File: src/rtl/cfr_pkg.sv
`timescale 1ns/1ps
package cfr_pkg;
  localparam int IDX_W = 6;
  localparam int SPC_W = 2;

  localparam logic [IDX_W-1:0] IDX_STOP   = 6'd12;
  localparam logic [IDX_W-1:0] IDX_FASTIO = 6'd39;
  localparam logic [IDX_W-1:0] IDX_GOIDLE = 6'd0;
  localparam logic [IDX_W-1:0] IDX_NONE   = 6'd0;
  localparam logic [SPC_W-1:0] SPC_NONE   = 2'd0;
  localparam logic [SPC_W-1:0] SPC_CSDIS  = 2'd3;

  typedef enum logic [1:0] {
    OUT_RECOVERED = 2'd0,
    OUT_ATA_ERR   = 2'd1,
    OUT_REINIT    = 2'd2,
    OUT_ABORTED   = 2'd3
  } outcome_e;

  typedef enum logic [1:0] {
    STEP_CSDIS  = 2'd0,
    STEP_STOP   = 2'd1,
    STEP_FASTIO = 2'd2,
    STEP_HARD   = 2'd3
  } step_e;

  // strobes from control to datapath
  typedef struct packed {
    logic     arm;
    logic     clearWatch;
    logic     issue;
    step_e    step;
    logic     retire;
    logic     finish;
    outcome_e code;
  } strobe_t;

  function automatic logic [IDX_W-1:0] stepIndex(input step_e s);
    case (s)
      STEP_STOP:   return IDX_STOP;
      STEP_FASTIO: return IDX_FASTIO;
      STEP_HARD:   return IDX_GOIDLE;
      default:     return IDX_NONE;
    endcase
  endfunction

  function automatic logic [SPC_W-1:0] stepSpecial(input step_e s);
    return (s == STEP_CSDIS) ? SPC_CSDIS : SPC_NONE;
  endfunction
endpackage

File: src/rtl/cfr_dp.sv
`timescale 1ns/1ps
module cfr_dp
  import cfr_pkg::*;
#(
  parameter int TMR_W = 24
) (
  input  logic                   clk,
  input  logic                   rst,
  input  strobe_t                stb,
  input  logic                   irqEnabled,
  input  logic                   blockRespSeen,
  input  logic [TMR_W-1:0]       timeoutLoad,
  input  logic                   reqAck,
  output logic                   expired,
  output logic                   csdNeeded,
  output logic                   reqValid,
  output logic [IDX_W-1:0]       reqIndex,
  output logic [SPC_W-1:0]       reqSpecial,
  output logic                   done,
  output outcome_e               outcome,
  output logic                   reinitNeeded
);
  logic             watchActive;
  logic             irqLatched;
  logic             blockSeen;
  logic             timing;
  logic [TMR_W-1:0] cnt;

  // watch context and completion timer
  always_ff @(posedge clk) begin
    if (rst) begin
      watchActive <= 1'b0;
      irqLatched  <= 1'b0;
      blockSeen   <= 1'b0;
      timing      <= 1'b0;
      cnt         <= '0;
    end else if (stb.arm) begin
      watchActive <= 1'b1;
      irqLatched  <= irqEnabled;
      blockSeen   <= 1'b0;
      timing      <= 1'b0;
    end else if (stb.clearWatch || stb.issue || stb.finish) begin
      watchActive <= 1'b0;
      timing      <= 1'b0;
    end else if (watchActive && blockRespSeen) begin
      blockSeen <= 1'b1;
      timing    <= 1'b1;
      cnt       <= timeoutLoad;
    end else if (timing && cnt != '0) begin
      cnt <= cnt - 1'b1;
    end
  end

  assign expired   = watchActive && timing && (cnt == '0);
  assign csdNeeded = irqLatched && blockSeen;

  // request registers towards the command engine
  always_ff @(posedge clk) begin
    if (rst) begin
      reqValid   <= 1'b0;
      reqIndex   <= IDX_NONE;
      reqSpecial <= SPC_NONE;
    end else if (stb.issue) begin
      reqValid   <= 1'b1;
      reqIndex   <= stepIndex(stb.step);
      reqSpecial <= stepSpecial(stb.step);
    end else if (stb.retire) begin
      reqValid <= 1'b0;
    end
  end

  // outcome reporting
  always_ff @(posedge clk) begin
    if (rst) begin
      done         <= 1'b0;
      outcome      <= OUT_RECOVERED;
      reinitNeeded <= 1'b0;
    end else begin
      done <= stb.finish;
      if (stb.finish) outcome <= stb.code;
      if (stb.arm) reinitNeeded <= 1'b0;
      else if (stb.finish && stb.code == OUT_REINIT) reinitNeeded <= 1'b1;
    end
  end

  // a pending request is held steady until acknowledged
  p_req_hold_r7: assert property (@(posedge clk) disable iff (rst)
    reqValid && !reqAck |=> reqValid && $stable(reqIndex) && $stable(reqSpecial));

  // done never lasts two cycles
  p_done_pulse_r9: assert property (@(posedge clk) disable iff (rst)
    done |=> !done);

  // the re-init flag only rises together with a re-init outcome
  p_reinit_flag_r6: assert property (@(posedge clk) disable iff (rst)
    $rose(reinitNeeded) |-> done && outcome == OUT_REINIT);
endmodule

File: src/rtl/cfr_ctrl.sv
`timescale 1ns/1ps
module cfr_ctrl
  import cfr_pkg::*;
(
  input  logic    clk,
  input  logic    rst,
  input  logic    cmdStart,
  input  logic    hostAbort,
  input  logic    completionPulse,
  input  logic    dataCrcErr,
  input  logic    ataErrSeen,
  input  logic    reqAck,
  input  logic    rspDone,
  input  logic    rspValid,
  input  logic    rspNoResp,
  input  logic    rspCrcErr,
  input  logic    expired,
  input  logic    csdNeeded,
  input  logic    reqValid,
  output strobe_t stb
);
  typedef enum logic [1:0] {S_IDLE, S_WATCH, S_ISSUE, S_AWAIT} state_e;

  state_e state, stateNxt;
  step_e  curStep, stepNxt;
  logic   abortMode, abortNxt;
  logic   transportFault;
  logic   stepFailed;

  assign transportFault = dataCrcErr || (rspDone && (rspNoResp || rspCrcErr)) || expired;
  assign stepFailed = rspNoResp || rspCrcErr || (curStep == STEP_STOP && !rspValid);

  always_comb begin
    stb      = '0;
    stateNxt = state;
    stepNxt  = curStep;
    abortNxt = abortMode;
    unique case (state)
      S_IDLE: begin
        if (cmdStart) begin
          stb.arm  = 1'b1;
          stateNxt = S_WATCH;
        end
      end
      S_WATCH: begin
        if (completionPulse) begin
          stb.clearWatch = 1'b1;
          stateNxt       = S_IDLE;
        end else if (hostAbort) begin
          abortNxt = 1'b1;
          if (csdNeeded) begin
            stb.issue = 1'b1;
            stb.step  = STEP_CSDIS;
            stepNxt   = STEP_CSDIS;
            stateNxt  = S_ISSUE;
          end else begin
            stb.finish = 1'b1;
            stb.code   = OUT_ABORTED;
            stateNxt   = S_IDLE;
          end
        end else if (transportFault) begin
          abortNxt  = 1'b0;
          stb.issue = 1'b1;
          stb.step  = csdNeeded ? STEP_CSDIS : STEP_STOP;
          stepNxt   = stb.step;
          stateNxt  = S_ISSUE;
        end else if (ataErrSeen) begin
          stb.finish = 1'b1;
          stb.code   = OUT_ATA_ERR;
          stateNxt   = S_IDLE;
        end
      end
      S_ISSUE: begin
        if (reqAck) begin
          stb.retire = 1'b1;
          stateNxt   = S_AWAIT;
        end
      end
      S_AWAIT: begin
        if (rspDone) begin
          if (curStep == STEP_HARD) begin
            stb.finish = 1'b1;
            stb.code   = OUT_REINIT;
            stateNxt   = S_IDLE;
          end else if (stepFailed) begin
            stb.issue = 1'b1;
            stb.step  = STEP_HARD;
            stepNxt   = STEP_HARD;
            stateNxt  = S_ISSUE;
          end else if (curStep == STEP_CSDIS && abortMode) begin
            stb.finish = 1'b1;
            stb.code   = OUT_ABORTED;
            stateNxt   = S_IDLE;
          end else if (curStep == STEP_FASTIO) begin
            stb.finish = 1'b1;
            stb.code   = OUT_RECOVERED;
            stateNxt   = S_IDLE;
          end else begin
            stb.issue = 1'b1;
            stb.step  = (curStep == STEP_CSDIS) ? STEP_STOP : STEP_FASTIO;
            stepNxt   = stb.step;
            stateNxt  = S_ISSUE;
          end
        end
      end
      default: stateNxt = S_IDLE;
    endcase
  end

  always_ff @(posedge clk) begin
    if (rst) begin
      state     <= S_IDLE;
      curStep   <= STEP_CSDIS;
      abortMode <= 1'b0;
    end else begin
      state     <= stateNxt;
      curStep   <= stepNxt;
      abortMode <= abortNxt;
    end
  end

  // nothing is requested while idle
  p_idle_quiet_r12: assert property (@(posedge clk) disable iff (rst)
    state == S_IDLE |-> !reqValid);

  // watching a command never drives the request line
  p_watch_quiet_r2: assert property (@(posedge clk) disable iff (rst)
    state == S_WATCH |-> !reqValid);

  // no new request while a response is pending
  p_await_quiet_r7: assert property (@(posedge clk) disable iff (rst)
    state == S_AWAIT |-> !reqValid);
endmodule

File: src/rtl/cmd_fault_recovery.sv
`timescale 1ns/1ps
module cmd_fault_recovery
  import cfr_pkg::*;
#(
  parameter int TMR_W = 24
) (
  input  logic             clk,
  input  logic             rst,
  input  logic             cmdStart,
  input  logic             irqEnabled,
  input  logic             blockRespSeen,
  input  logic             completionPulse,
  input  logic             dataCrcErr,
  input  logic             ataErrSeen,
  input  logic             hostAbort,
  input  logic [TMR_W-1:0] timeoutLoad,
  output logic             reqValid,
  output logic [5:0]       reqIndex,
  output logic [1:0]       reqSpecial,
  input  logic             reqAck,
  input  logic             rspDone,
  input  logic             rspValid,
  input  logic             rspNoResp,
  input  logic             rspCrcErr,
  output logic             done,
  output logic [1:0]       outcome,
  output logic             reinitNeeded
);
  strobe_t  stb;
  logic     expired;
  logic     csdNeeded;
  outcome_e outcomeInt;

  cfr_ctrl u_ctrl (
    .clk             (clk),
    .rst             (rst),
    .cmdStart        (cmdStart),
    .hostAbort       (hostAbort),
    .completionPulse (completionPulse),
    .dataCrcErr      (dataCrcErr),
    .ataErrSeen      (ataErrSeen),
    .reqAck          (reqAck),
    .rspDone         (rspDone),
    .rspValid        (rspValid),
    .rspNoResp       (rspNoResp),
    .rspCrcErr       (rspCrcErr),
    .expired         (expired),
    .csdNeeded       (csdNeeded),
    .reqValid        (reqValid),
    .stb             (stb)
  );

  cfr_dp #(.TMR_W(TMR_W)) u_dp (
    .clk           (clk),
    .rst           (rst),
    .stb           (stb),
    .irqEnabled    (irqEnabled),
    .blockRespSeen (blockRespSeen),
    .timeoutLoad   (timeoutLoad),
    .reqAck        (reqAck),
    .expired       (expired),
    .csdNeeded     (csdNeeded),
    .reqValid      (reqValid),
    .reqIndex      (reqIndex),
    .reqSpecial    (reqSpecial),
    .done          (done),
    .outcome       (outcomeInt),
    .reinitNeeded  (reinitNeeded)
  );

  assign outcome = outcomeInt;
endmodule

File: config.mk
export PLATFORM = sky130hd
export DESIGN_NAME = cmd_fault_recovery
export DESIGN_NICKNAME = d
export VERILOG_FILES = /design/src/rtl/cfr_pkg.sv /design/src/rtl/cfr_dp.sv /design/src/rtl/cfr_ctrl.sv /design/src/rtl/cmd_fault_recovery.sv
export SDC_FILE = /design/constraint.sdc
export NUM_CORES = 1
export LEC_CHECK = 0
export CAP_MARGIN = 0
export CORE_MARGIN = 5
export CORE_UTILIZATION = 32
export CTS_BUF_LIST = sky130_fd_sc_hd__clkbuf_4 sky130_fd_sc_hd__clkbuf_8
export CTS_CLUSTER_SIZE = 10
export DETAILED_ROUTE_END_ITERATION = 7
export DONT_BUFFER_PORTS = 1
export PLACE_DENSITY = 0.43
export SYNTH_ARGS = -nofsm -noshare
export SYNTH_HDL_FRONTEND = slang
export SYNTH_SLANG_ARGS = --single-unit
File: constraint.sdc
create_clock -name clk -period 7.2 [get_ports clk]
set_input_delay 2.16 -clock clk [delete_from_list [all_inputs] [get_ports clk]]
set_output_delay 2.16 -clock clk [all_outputs]
set_load 0.005 [all_outputs]
Word level (Yosys, flattened, before mapping)
Cells that the tools add are included.
- flip-flop bits (word level): 46
- input port bits: 38
- output and inout port bits: 13
- word-level logic and storage cells: 132
- add/subtract/negate cells: 1
- eq/ne operators: 19
- muxes and demuxes: 62
- bitwise logic cells: 3
- reductions and logical operators: 33
- operators by type and width (operator ; number):
    two-way mux 3 bit ; 19
    two-way mux 24 bit ; 2
    two-way mux 2 bit ; 23
    zero test 24 bit ; 1
    nonzero test 24 bit ; 1
    subtractor 24 x 1 -> 24 bit, second input constant ; 1
    two-way mux 1 bit ; 13
    equality test 2 bit, second input constant ; 6
    != test 3 x 2 -> 1 bit, second input constant ; 4
    case mux 3 bit (2 select lines) ; 2
    case mux 6 bit (2 select lines) ; 1
    != test 2 bit, second input constant ; 5
    nonzero test 2 bit ; 5
    logical AND 1 bit ; 9
    case mux 2 bit (4 select lines) ; 1
    AND reduction 8 bit ; 1
    equality test 2 x 1 -> 1 bit, second input constant ; 3
    zero test 2 bit ; 3
    logical OR 1 bit ; 6
    AND reduction 3 bit ; 2
    != test 5 x 4 -> 1 bit, second input constant ; 1
    case mux 2 bit (2 select lines) ; 1
    AND reduction 4 bit ; 1
    inverter 1 bit ; 3
    other kinds (4) ; 4

Depth between registers and ports, before layout
Gate-level depths: netlist of run 1.
- depth after elaboration: 12
- depth in mapped cells: 11
- gate-level depth less buffers: 11

Modules after synthesis
Synthesis of run 1 repeated with hierarchy kept, for this count alone.
- cells, all modules: 342
- area total of the unflattened synthesis: 2665.1 µm²
- modules (own cells, without submodules) (module ; instances ; cells an instance ; area each (µm²) ; seq. area each (µm²)):
    cfr_dp ; 1 ; 282 ; 2212.1 ; 740.7
    cfr_ctrl ; 1 ; 60 ; 452.9 ; 100.1

Least setup slack after synthesis of run 1
Ideal clock, no wire load.
- path kind: input to register
- start point: input rspCrcErr
- end point: register u_dp.cnt[9]
- setup time: 0.117 ns
- data arrival time: 4.142 ns
- data required time: 7.083 ns
- setup slack: 2.941 ns
- stages on the path: 6
- buffers on the path: 0
- cells stage by stage: o21a_1 -> or4b_2 -> a22oi_1 -> a41oi_1 -> or4_1 -> a32o_1
- cells in the longest elaborated chain, start to end: 12
- elaborated cells between the ends (all ways): 23
- classes of those cells: mux (14); bitwise (1); reduce/logical (8)
- ends and longest elaborated chain (item ; line ; source):
    start, declared ; cmd_fault_recovery.sv:24 ; input logic rspCrcErr,
    logical OR 1 bit * ; cfr_ctrl.sv:30, cfr_ctrl.sv:31 ;
    logical AND 1 bit ; cfr_ctrl.sv:30 ; assign transportFault = dataCrcErr || (rspDone && (rspNoResp || rspCrcErr)) || expired;
    logical OR 1 bit (2 in a row) ; cfr_ctrl.sv:30 ;
    two-way mux 3 bit ; cfr_ctrl.sv:61 ; end else if (transportFault) begin
    two-way mux 3 bit ; cfr_ctrl.sv:49 ; end else if (hostAbort) begin
    two-way mux 3 bit ; cfr_ctrl.sv:46 ; if (completionPulse) begin
    case mux 3 bit (2 select lines) ; cfr_ctrl.sv:38 ; unique case (state)
    logical OR 1 bit ; cfr_dp.sv:42 ; end else if (stb.clearWatch || stb.issue || stb.finish) begin
    logical OR 1 bit * ; cfr_dp.sv:42 ;
    inverter 1 bit (no source line) * ; n/a ;
    AND reduction 3 bit (no source line) * ; n/a ;
    end signal, assigned ; cfr_dp.sv:48 ; cnt <= timeoutLoad;
    end signal, assigned ; cfr_dp.sv:50 ; cnt <= cnt - 1'b1;
    end, declared ; cfr_dp.sv:27 ; logic [TMR_W-1:0] cnt;
Every way passes the cells marked *; elsewhere a longest branch is shown, timed or not.
A chain may end at the register's enable or synchronous reset.

Worst setup path in the final report of run 1
- start point: input rspCrcErr
- end point: register u_dp.cnt[19]
Same word-level chain as after synthesis.

==> run metrics, run 1 <==
CTS Hold Buffers Added 0; number of synthesized flops with an enable pin 0; # clock sinks 42; launch point of the worst path rspCrcErr; Bufs on Longest Clock Path 2; FF+latch area 841 sq um; Worst setup endpoint u_dp.cnt[19]; worst r2r dst u_dp.cnt[0]; CP max FO 26; status finished clean; CORE AREA 0.00818 sq mm; area of the multi-input gates 0.00165 sq mm; Starting Density 0.326; crit start category input pin; final setup TNS 0 ns; Die W 101 um; CTS root buf clkbuf_8; clock slew at reported path FFs 0.09 ns; Rows 33; synthesized area 0.00267 sq mm; antenna violations before repair 0; number of global-route vias before repair 2491; Slew Viols, Final 0; M2 GR Usage 0.263; reg2reg setup slack 4.10 ns; post-layout util 0.340; Post-synth top flop dfxtp_1; drt wl/cell 18.8 um; Reg-to-Reg Start u_ctrl.state[0]; post-DP HPWL 5.64 mm; worst-skew pair later-pin latency 0.30 ns; Worst R2R Path Depth 7; Relative slew margins 0.326; DRT iter0 DRCs 150; GRT overflow 0; gr usage total 0.161; Tcrit/Tclk final 0.634; drt total wl 8.27 mm; GR Util met1 0.213; largest area contributor in the netlist dfxtp_1; final hold violations 0; RSZ-0062 raised after global routing no; arrival time worst endpoint 4.76 ns; number of setup violations in the final report 0; global route hottest layer met2; die footprint 0.0103 sq mm; CTS H-Tree Depth 2; first-pass GRT wire length 13.2 mm; Ant. Diodes 0; num ports 51; Fin Hold WS 0.463 ns; # fillers 894; DR DRC count 0; Pleak 1.02 nW; ANT nets after route 0; most frequent cell after synthesis dfxtp_1; area post-placement 0.00269 sq mm; min Tclk post-route 4.57 ns; grt met3 use 0.0434; Least-Margin Pin Slew 0.998 ns; layout cells sized above 1 0.0627; Worst IR Drop VDD 0.185 mV; Initial DRT Pass Iterations 6; NumNets Final 377; Area growth syn-to-layout 4.17%; async set or reset register ratio after synthesis 0; CTS tree done; Achievable Freq 0.219 GHz; CTS buffer count 5; synth top area cells dfxtp_1, nor2_1, a21oi_1; register area share after synthesis 0.315; Synth cell types 54; YS warnings 0; syn_nets 396; # Post-CTS Setup Buffers 0; Post-synth top cells dfxtp_1, nor2_1, nand2_1, a21oi_1, clkbuf_1; pwr dens 457 mW/mm^2; average vias per placed instance 6.00; design area 0.00278 sq mm; via count 2640; post-synthesis average cell area 7.56 sq um; post-synth top area share 0.315; max_cap viols 0; final setup skew 0.0136 ns; Hold Path Class reg -> reg; Mapped Cells 353; Worst Path Required 7.40 ns; crit path kind in -> reg; #FFs+latches synth 42; CP endpoint kind register; IO buf count 0; gpl congestion 0.762; chip height 101 um; largest net degree at the start of global routing 50; post-CTS resize count 0
through the flow:
stage	worst slack [ns]	power (mW)	instances
after detailed placement	2.29	1.10	432
after floorplan	2.94	0.937	353
after global placement	2.33	1.11	432
after global routing	2.42	1.38	440
after CTS	2.59	1.27	440
final	2.63	1.27	440
where the power goes:
part	internal (mW)	switching, mW
Sequential	0.272	0.0419
Combinational	0.307	0.487
Clock	0.0725	0.0895
cell type report:
class | count | share of cell area
Timing Repair Buffer | 2 | 0.00540
Multi-Input combinational cell | 270 | 0.595
Tap cell | 105 | 0.0473
Clock inverter | 2 | 0.00495
Sequential cell | 42 | 0.302
Inverter | 13 | 0.0176
Clock buffer | 6 | 0.0275
worst min path at each step:
stage / from / endpoint / depth (start not counted)
after global routing: u_dp.cnt[23] / u_dp.cnt[23] / 2
after CTS: u_dp.cnt[23] / u_dp.cnt[23] / 2
after detailed placement: u_dp.cnt[23] / u_dp.cnt[23] / 2
after global placement: u_dp.cnt[23] / u_dp.cnt[23] / 2
after floorplan: u_dp.cnt[23] / u_dp.cnt[23] / 2
final: u_dp.cnt[23] / u_dp.cnt[23] / 2
per-layer routing:
metal  part of all wire  up-vias  routed length (um)
li1                   -     1289                   -
met1               0.45     1264                3730
met2               0.47       81                3900
met3              0.070        6                 576
met4             0.0074        0                  61
met5                  0        -                   0
worst max-delay path, cell delays in order:
cell	delay, ns
o21a_1	0.19
or4b_2	0.61
a22oi_1	0.26
a41o_1	0.78
nand2_1	0.40
o32ai_1	0.35
logic make-up (layout without fill, tap and decap cells):
kind of cell | count (synthesis) | in the layout | synth area share
simple gates | 141 | 141 | 0.265
buf+inv | 41 | 23 | 0.0675
mux | 6 | 6 | 0.0225
other cells | 1 | 1 | 0.00141
flops | 42 | 42 | 0.315
fa+ha+maj | 5 | 5 | 0.0234
compound gates | 117 | 117 | 0.305
layout by cell type, fill, tap and decap left out, types with 7 or more instances in the layout:
| cell type | count |
|---|---|
| nor3_1 | 15 |
| nand3_1 | 12 |
| o21ai_0 | 12 |
| nand2_1 | 31 |
| o31ai_1 | 8 |
| inv_1 | 12 |
| dfxtp_1 | 42 |
| a21oi_1 | 30 |
| nor2_1 | 41 |
| a211oi_1 | 7 |
| a32o_1 | 7 |
| nor4_1 | 10 |
| a31oi_1 | 9 |
registers in the layout (all words and copies together), names as in the netlist:
register	flops
u_dp.irqLatched	1
u_dp.done	1
u_dp.outcome	2
u_ctrl.state	2
u_dp.timing	1
u_ctrl.curStep	2
u_dp.reqIndex	3
u_dp.blockSeen	1
u_dp.reqSpecial	1
u_dp.reinitNeeded	1
u_dp.reqValid	1
u_dp.watchActive	1
u_dp.cnt	24
u_ctrl.abortMode	1
(Power assumes the default switching activity.)
==> inputs of run 2 (changes only) <==
PLACE_DENSITY = 0.44   (was 0.43)
clock period = 3.79 ns   (was 7.2 ns; I/O delays follow)
==> run 2 against run 1 <==
  * Sequential share of layout area down 0.59 points
  * Total power up 91%
  * Worst hold slack better by 0.0033 ns
  * Cell count up 1.6%
  * Via count down 0.34%
  * Critical path depth unchanged
  * Global-route usage up 0.61 points
  * Non-clock buffer count up 7
==> run metrics, run 2 (synthesis gave the netlist of run 1 again) <==
chip height 101 um (unchanged); crit path kind in -> reg; # clock sinks 42 (unchanged); CTS tree done; max_cap viols 0 (unchanged); CP Cell Sequence o21a_1 > or4b_2 > a22oi_1 > a41oi_1 > or4_1 > a32o_1; clock slew at reported path FFs 0.09 ns (about the same); crit start category input pin; # Post-CTS Setup Buffers 0 (unchanged); number of setup violations in the final report 0 (unchanged); via count 2631 (-0.34%); layout cells sized above 1 0.0819 (+0.0192); launch point of the worst path rspCrcErr; gpl congestion 0.799 (+4.9%); Starting Density 0.326 (unchanged); Top reg by flops u_dp.cnt; num ports 51 (unchanged); post-DP HPWL 6.05 mm (+7.3%); IO buf count 0 (unchanged); Ant. Diodes 0 (unchanged); number of global-route vias before repair 2600 (+4.4%); hold path startpoint u_dp.cnt[23]; CP endpoint kind register; antenna violations before repair 0 (unchanged); worst-skew pair later-pin latency 0.31 ns (about the same); final setup skew 0.0139 ns (+0.000296 ns); Slew Viols, Final 0 (unchanged); Pleak 1.05 nW (+2.7%); Tcrit/Tclk final 0.826; final setup TNS 0 ns (unchanged); post-CTS resize count 0 (unchanged); Bufs on Longest Clock Path 2 (unchanged); GRT overflow 0 (unchanged); ANT nets after route 0 (unchanged); CTS buffer count 5 (unchanged); DRT iter0 DRCs 91 (-39%); Worst Path Required 3.99 ns (-3.41 ns); Achievable Freq 0.320 GHz; Rows 33 (unchanged); CORE AREA 0.00818 sq mm (unchanged); CP max stage delay 0.62 ns (-0.16 ns); largest net degree at the start of global routing 49 (-2.0%); Reg-to-Reg Start u_dp.cnt[0]; Hold Path Class reg -> reg; Least-Margin Pin Slew 0.870 ns (-0.129 ns); average vias per placed instance 5.89 (-1.9%); Area growth syn-to-layout 6.24%; die footprint 0.0103 sq mm (unchanged); drt total wl 8.38 mm (+1.4%); Fin Hold WS 0.466 ns (+0.00335 ns); DR DRC count 0 (unchanged); Relative slew margins 0.419 (+0.0932); final hold violations 0 (unchanged); NumNets Final 384 (+1.9%); arrival time worst endpoint 3.33 ns (-1.43 ns); drt wl/cell 18.8 um (-0.20%); Die W 101 um (unchanged); CTS Hold Buffers Added 0 (unchanged); first-pass GRT wire length 13.6 mm (+3.2%); status finished clean; Initial DRT Pass Iterations 4 (-2); final std cells w/o fill 447 (+1.6%); Place WS 0.392 ns (-1.90 ns); Worst IR Drop VDD 0.336 mV (+82%); most common cell after layout, fill and taps aside dfxtp_1; post-layout util 0.347 (+0.00673); gr usage total 0.167 (+0.00610); CP max FO 8 (-69%); CTS root buf clkbuf_8; slowest CP cell or4b_2; largest registers u_dp.cnt: 24 flops, u_dp.reqIndex: 3 flops; max reg flops 24 (unchanged); RSZ-0062 raised after global routing no; crit path setup slack, layout 0.661 ns (-1.97 ns); most frequent cells in the layout dfxtp_1, nor2_1, nand2_1; CTS H-Tree Depth 2 (unchanged); pwr dens 857 mW/mm^2 (+88%); placed cells 439 (+1.6%); min Tclk post-route 3.13 ns
[run 2: cell count changes in the layout (fill, tap and decap cells not counted)]
| cell | previous run | this run |
|---|---|---|
| clkinvlp_4 | 0 | 2 |
| clkbuf_4 | 1 | 0 |
| buf_4 | 2 | 9 |
| clkinv_2 | 1 | 0 |
| clkinv_4 | 1 | 0 |
| inv_6 | 0 | 1 |
[run 2: cell type report]
type                            instances  area, sq um
Timing Repair Buffer                    9         67.6
Clock inverter                          3         23.8
Fill cell                             910         5340
Sequential cell                        42          841
Multi-Input combinational cell        270         1650
Clock buffer                            5         68.8
Tap cell                              105          131
Inverter                               13         48.8
[run 2: power by group]
group,switching [mW],internal (mW)
logic,0.923,0.594
registers,0.0819,0.516
clock network,0.182,0.132
[run 2: worst max-delay path, delay by kind of cell]
family	cells	cell delay, ns
AND/OR/NAND/NOR	2	1.24
AO/OA/AOI/OAI	4	0.96
[run 2: path summary, 6_finish.rpt]
path / end / slack, ns / cells after the start
setup / recovery: u_dp.cnt[9] / 0.66 / 6
hold / removal: u_dp.cnt[23] / 0.47 / 2
setup reg to reg: u_dp.cnt[7] / 0.82 / 8
hold reg to reg: u_dp.cnt[23] / 0.47 / 2
[run 2: metal layers]
metal / global-route usage / up-vias / part of all wire
li1: - / 1302 / -
met1: 0.221 / 1259 / 0.46
met2: 0.272 / 59 / 0.46
met3: 0.0427 / 11 / 0.064
met4: 0.0429 / 0 / 0.013
met5: 0 / - / 0
[run 2: per-stage QoR]
step	total power, mW	instance area [sq um]
after global routing	2.68	2840
after detailed placement	2.12	2740
final	2.43	2840
after global placement	2.12	2740
after CTS	2.45	2840
after floorplan	1.78	2670
==> inputs of run 3 (changes only) <==
ABC_AREA = 1   (was default)
clock period = 2.7 ns   (was 3.79 ns; I/O delays follow)
==> run 3 against run 2 <==
  * Non-clock buffer count fell by 1
  * Combinational power rose by 5%
  * Total power rose by 21%
  * Via count rose by 13%
  * Cell count is 33% higher
  * Worst setup slack worse by 0.40 ns
  * Area after synthesis grew 10%
  * Sequential share of layout area down 2.9 points
  * Critical path type is now reg -> reg
  * Critical endpoint is now u_dp.cnt[2]
  * Largest cell class unchanged
  * Largest power group unchanged
==> run metrics, run 3 <==
status finished clean; Worst Hold Endpoint u_ctrl.abortMode; final setup TNS 0 ns (unchanged); CTS root buf clkbuf_8; gr usage total 0.151 (-0.0162); Tcrit/Tclk final 0.902; largest net degree at the start of global routing 26 (-47%); Least-Margin Pin Slew 1.06 ns (+0.195 ns); Slew Viols, Final 0 (unchanged); largest area contributor in the netlist dfxtp_1; CP Cell Sequence inv_1 > ha_1 > nand4_1 > nor2_1 > nand2_1 > nor2_1 > a21oi_2 > buf_4 > nand3_1 > nand2_1 > nor2_1; DRT iter0 DRCs 106 (+16%); hold path startpoint u_ctrl.abortMode; IO buf count 0 (unchanged); first-pass GRT wire length 13.9 mm (+1.9%); pwr dens 937 mW/mm^2 (+9.3%); crit start category register; Starting Density 0.323 (-0.00392); crit path kind reg -> reg; Achievable Freq 0.411 GHz; via count 2963 (+13%); ANT nets after route 0 (unchanged); Relative slew margins 0.290 (-0.129); CP Buf/Inv Count 2 (+2); layout cells sized above 1 0.0892 (+0.00734); Reg-to-Reg Start u_dp.cnt[0]; most frequent cell after synthesis nand2_1; largest registers u_dp.cnt: 24 flops, u_dp.reqIndex: 3 flops; number of global-route vias before repair 2890 (+11%); most common cell after layout, fill and taps aside nand2_1; most frequent cells in the layout nand2_1, nor2_1, inv_1; CTS Hold Buffers Added 0 (unchanged); CP endpoint kind register; antenna violations before repair 0 (unchanged); worst-skew pair later-pin latency 0.30 ns (about the same); number of synthesized flops with an enable pin 0 (unchanged); worst r2r dst u_dp.cnt[2]; Hold Path Cell Cnt 2 (unchanged); Hold Path Class reg -> reg; clock slew at reported path FFs 0.09 ns (about the same); CORE AREA 0.00911 sq mm (+11%); Place WS 0.0899 ns (-0.302 ns); drt total wl 8.36 mm (-0.25%); syn_nets 528 (+33%); Area growth syn-to-layout 7.16%; CTS tree done; CTS buffer count 5 (unchanged); GRT overflow 0 (unchanged); Mapped Cells 485 (+37%); max_cap viols 0 (unchanged); post-synth top area share 0.286 (-0.0288); CP max stage delay 0.83 ns (+0.21 ns); min Tclk post-route 2.44 ns; Worst R2R Path Depth 11 (+3); Post-synth top cells nand2_1, nor2_1, inv_1, nand3_1, dfxtp_1; Pleak 1.53 nW (+46%); # Post-CTS Setup Buffers 0 (unchanged); post-layout util 0.346 (-0.00120); crit path setup slack, layout 0.265 ns (-0.397 ns); Top reg by flops u_dp.cnt; CP max FO 22 (+14); Initial DRT Pass Iterations 4 (unchanged); synth top area cells dfxtp_1, nand2_1, nor2_1; arrival time worst endpoint 2.63 ns (-0.70 ns); async set or reset register ratio after synthesis 0 (unchanged); # clock sinks 42 (unchanged); Worst IR Drop VDD 0.266 mV (-21%); NumNets Final 524 (+36%); Worst Path Required 2.90 ns (-1.09 ns); RSZ-0062 raised after global routing no; Synth cell types 36 (-33%); max reg flops 24 (unchanged); Top delay family on crit path compound AO/OA/AOI/OAI gates; Bufs on Longest Clock Path 2 (unchanged); #FFs+latches synth 42 (unchanged); reg2reg setup slack 0.26 ns (-0.56 ns); final hold violations 0 (unchanged); post-synthesis average cell area 6.06 sq um (-20%); DR DRC count 0 (unchanged); gpl congestion 0.874 (+9.4%); register area share after synthesis 0.286 (-0.0288); post-DP HPWL 6.38 mm (+5.4%); YS warnings 0 (unchanged); average vias per placed instance 5.00 (-15%); die footprint 0.0112 sq mm (+9.1%); cell mode on critical path nor2_1; Rows 35 (+6.1%); drt wl/cell 14.1 um (-25%); CTS H-Tree Depth 2 (unchanged); post-CTS resize count 0 (unchanged); num ports 51 (unchanged); Ant. Diodes 0 (unchanged); Die W 106 um (+4.4%); number of setup violations in the final report 0 (unchanged); synthesized area 0.00294 sq mm (+10%); final setup skew 0.0119 ns (-0.00193 ns); chip height 106 um (+4.4%); Post-synth top flop dfxtp_1; slowest CP cell a21oi_2
-- run 3: stage by stage --
step / power (mW) / cells / area, sq um / hold WS [ns]
2_1_floorplan: 2.11 / 485 / 2940 / 0.437
3_3_place_gp: 2.45 / 585 / 3030 / 0.455
3_5_place_dp: 2.44 / 585 / 3030 / 0.464
4_1_cts: 2.98 / 593 / 3150 / 0.489
5_1_grt: 3.27 / 593 / 3150 / 0.510
6_report: 2.95 / 593 / 3150 / 0.481
-- run 3: logic make-up (layout without fill, tap and decap cells) --
| logic type | Yosys count | in the layout | share of synthesized area |
|---|---|---|---|
| XOR/XNOR | 5 | 5 | 0.0149 |
| AND/OR/NAND/NOR | 299 | 299 | 0.445 |
| buffers and inverters | 67 | 64 | 0.101 |
| other | 1 | 1 | 0.00128 |
| flip-flops | 42 | 42 | 0.286 |
| AO/OA/AOI/OAI | 62 | 62 | 0.117 |
| multiplexers | 4 | 4 | 0.0136 |
| adder cells (fa/ha/maj) | 5 | 5 | 0.0213 |
-- run 3: routing by layer --
metal / wire length, um / GRT usage / up-vias / share of wire
met5: 0 / 0 / - / 0
met3: 479 / 0.0380 / 16 / 0.057
met1: 3790 / 0.184 / 1336 / 0.45
li1: - / - / 1546 / -
met4: 169 / 0.0463 / 0 / 0.020
met2: 3930 / 0.261 / 65 / 0.47
-- run 3: final cells by class --
type / count / area (sq um)
clock buffers: 5 / 68.8
clock inverters: 3 / 45.0
fillers: 1054 / 5960
inverters: 48 / 181
multi-input cells: 376 / 1800
flip-flops and latches: 42 / 841
well taps: 111 / 139
repair buffers: 8 / 72.6
-- run 3: worst max-delay path by stage --
stage | from | endpoint | slack (ns) | cells after the start
floorplan | rspCrcErr | u_dp.reqIndex[2] | 0.46 | 10
global placement | blockRespSeen | u_dp.cnt[3] | 0.13 | 9
detailed placement | blockRespSeen | u_dp.cnt[2] | 0.09 | 9
CTS | u_dp.cnt[0] | u_dp.cnt[4] | 0.28 | 11
global route | u_dp.cnt[0] | u_dp.cnt[16] | 0.05 | 11
finish | u_dp.cnt[0] | u_dp.cnt[2] | 0.26 | 11
-- run 3: where the power goes --
group | internal (mW) | total (mW) | switching (mW) | leakage, nW
clock network | 0.276 | 0.534 | 0.258 | 0.0504
registers | 0.711 | 0.819 | 0.108 | 0.342
logic | 0.583 | 1.60 | 1.01 | 1.14
total | 1.57 | 2.95 | 1.38 | 1.53
-- run 3: worst register-to-register path, stage by stage, from the launching register on --
cell     delay, ns
dfxtp_1       0.34
inv_1         0.07
ha_1          0.23
nand4_1       0.09
nor2_1        0.05
nand2_1       0.06
nor2_1        0.05
a21oi_2       0.83
buf_4         0.40
nand3_1       0.12
nand2_1       0.07
nor2_1        0.04
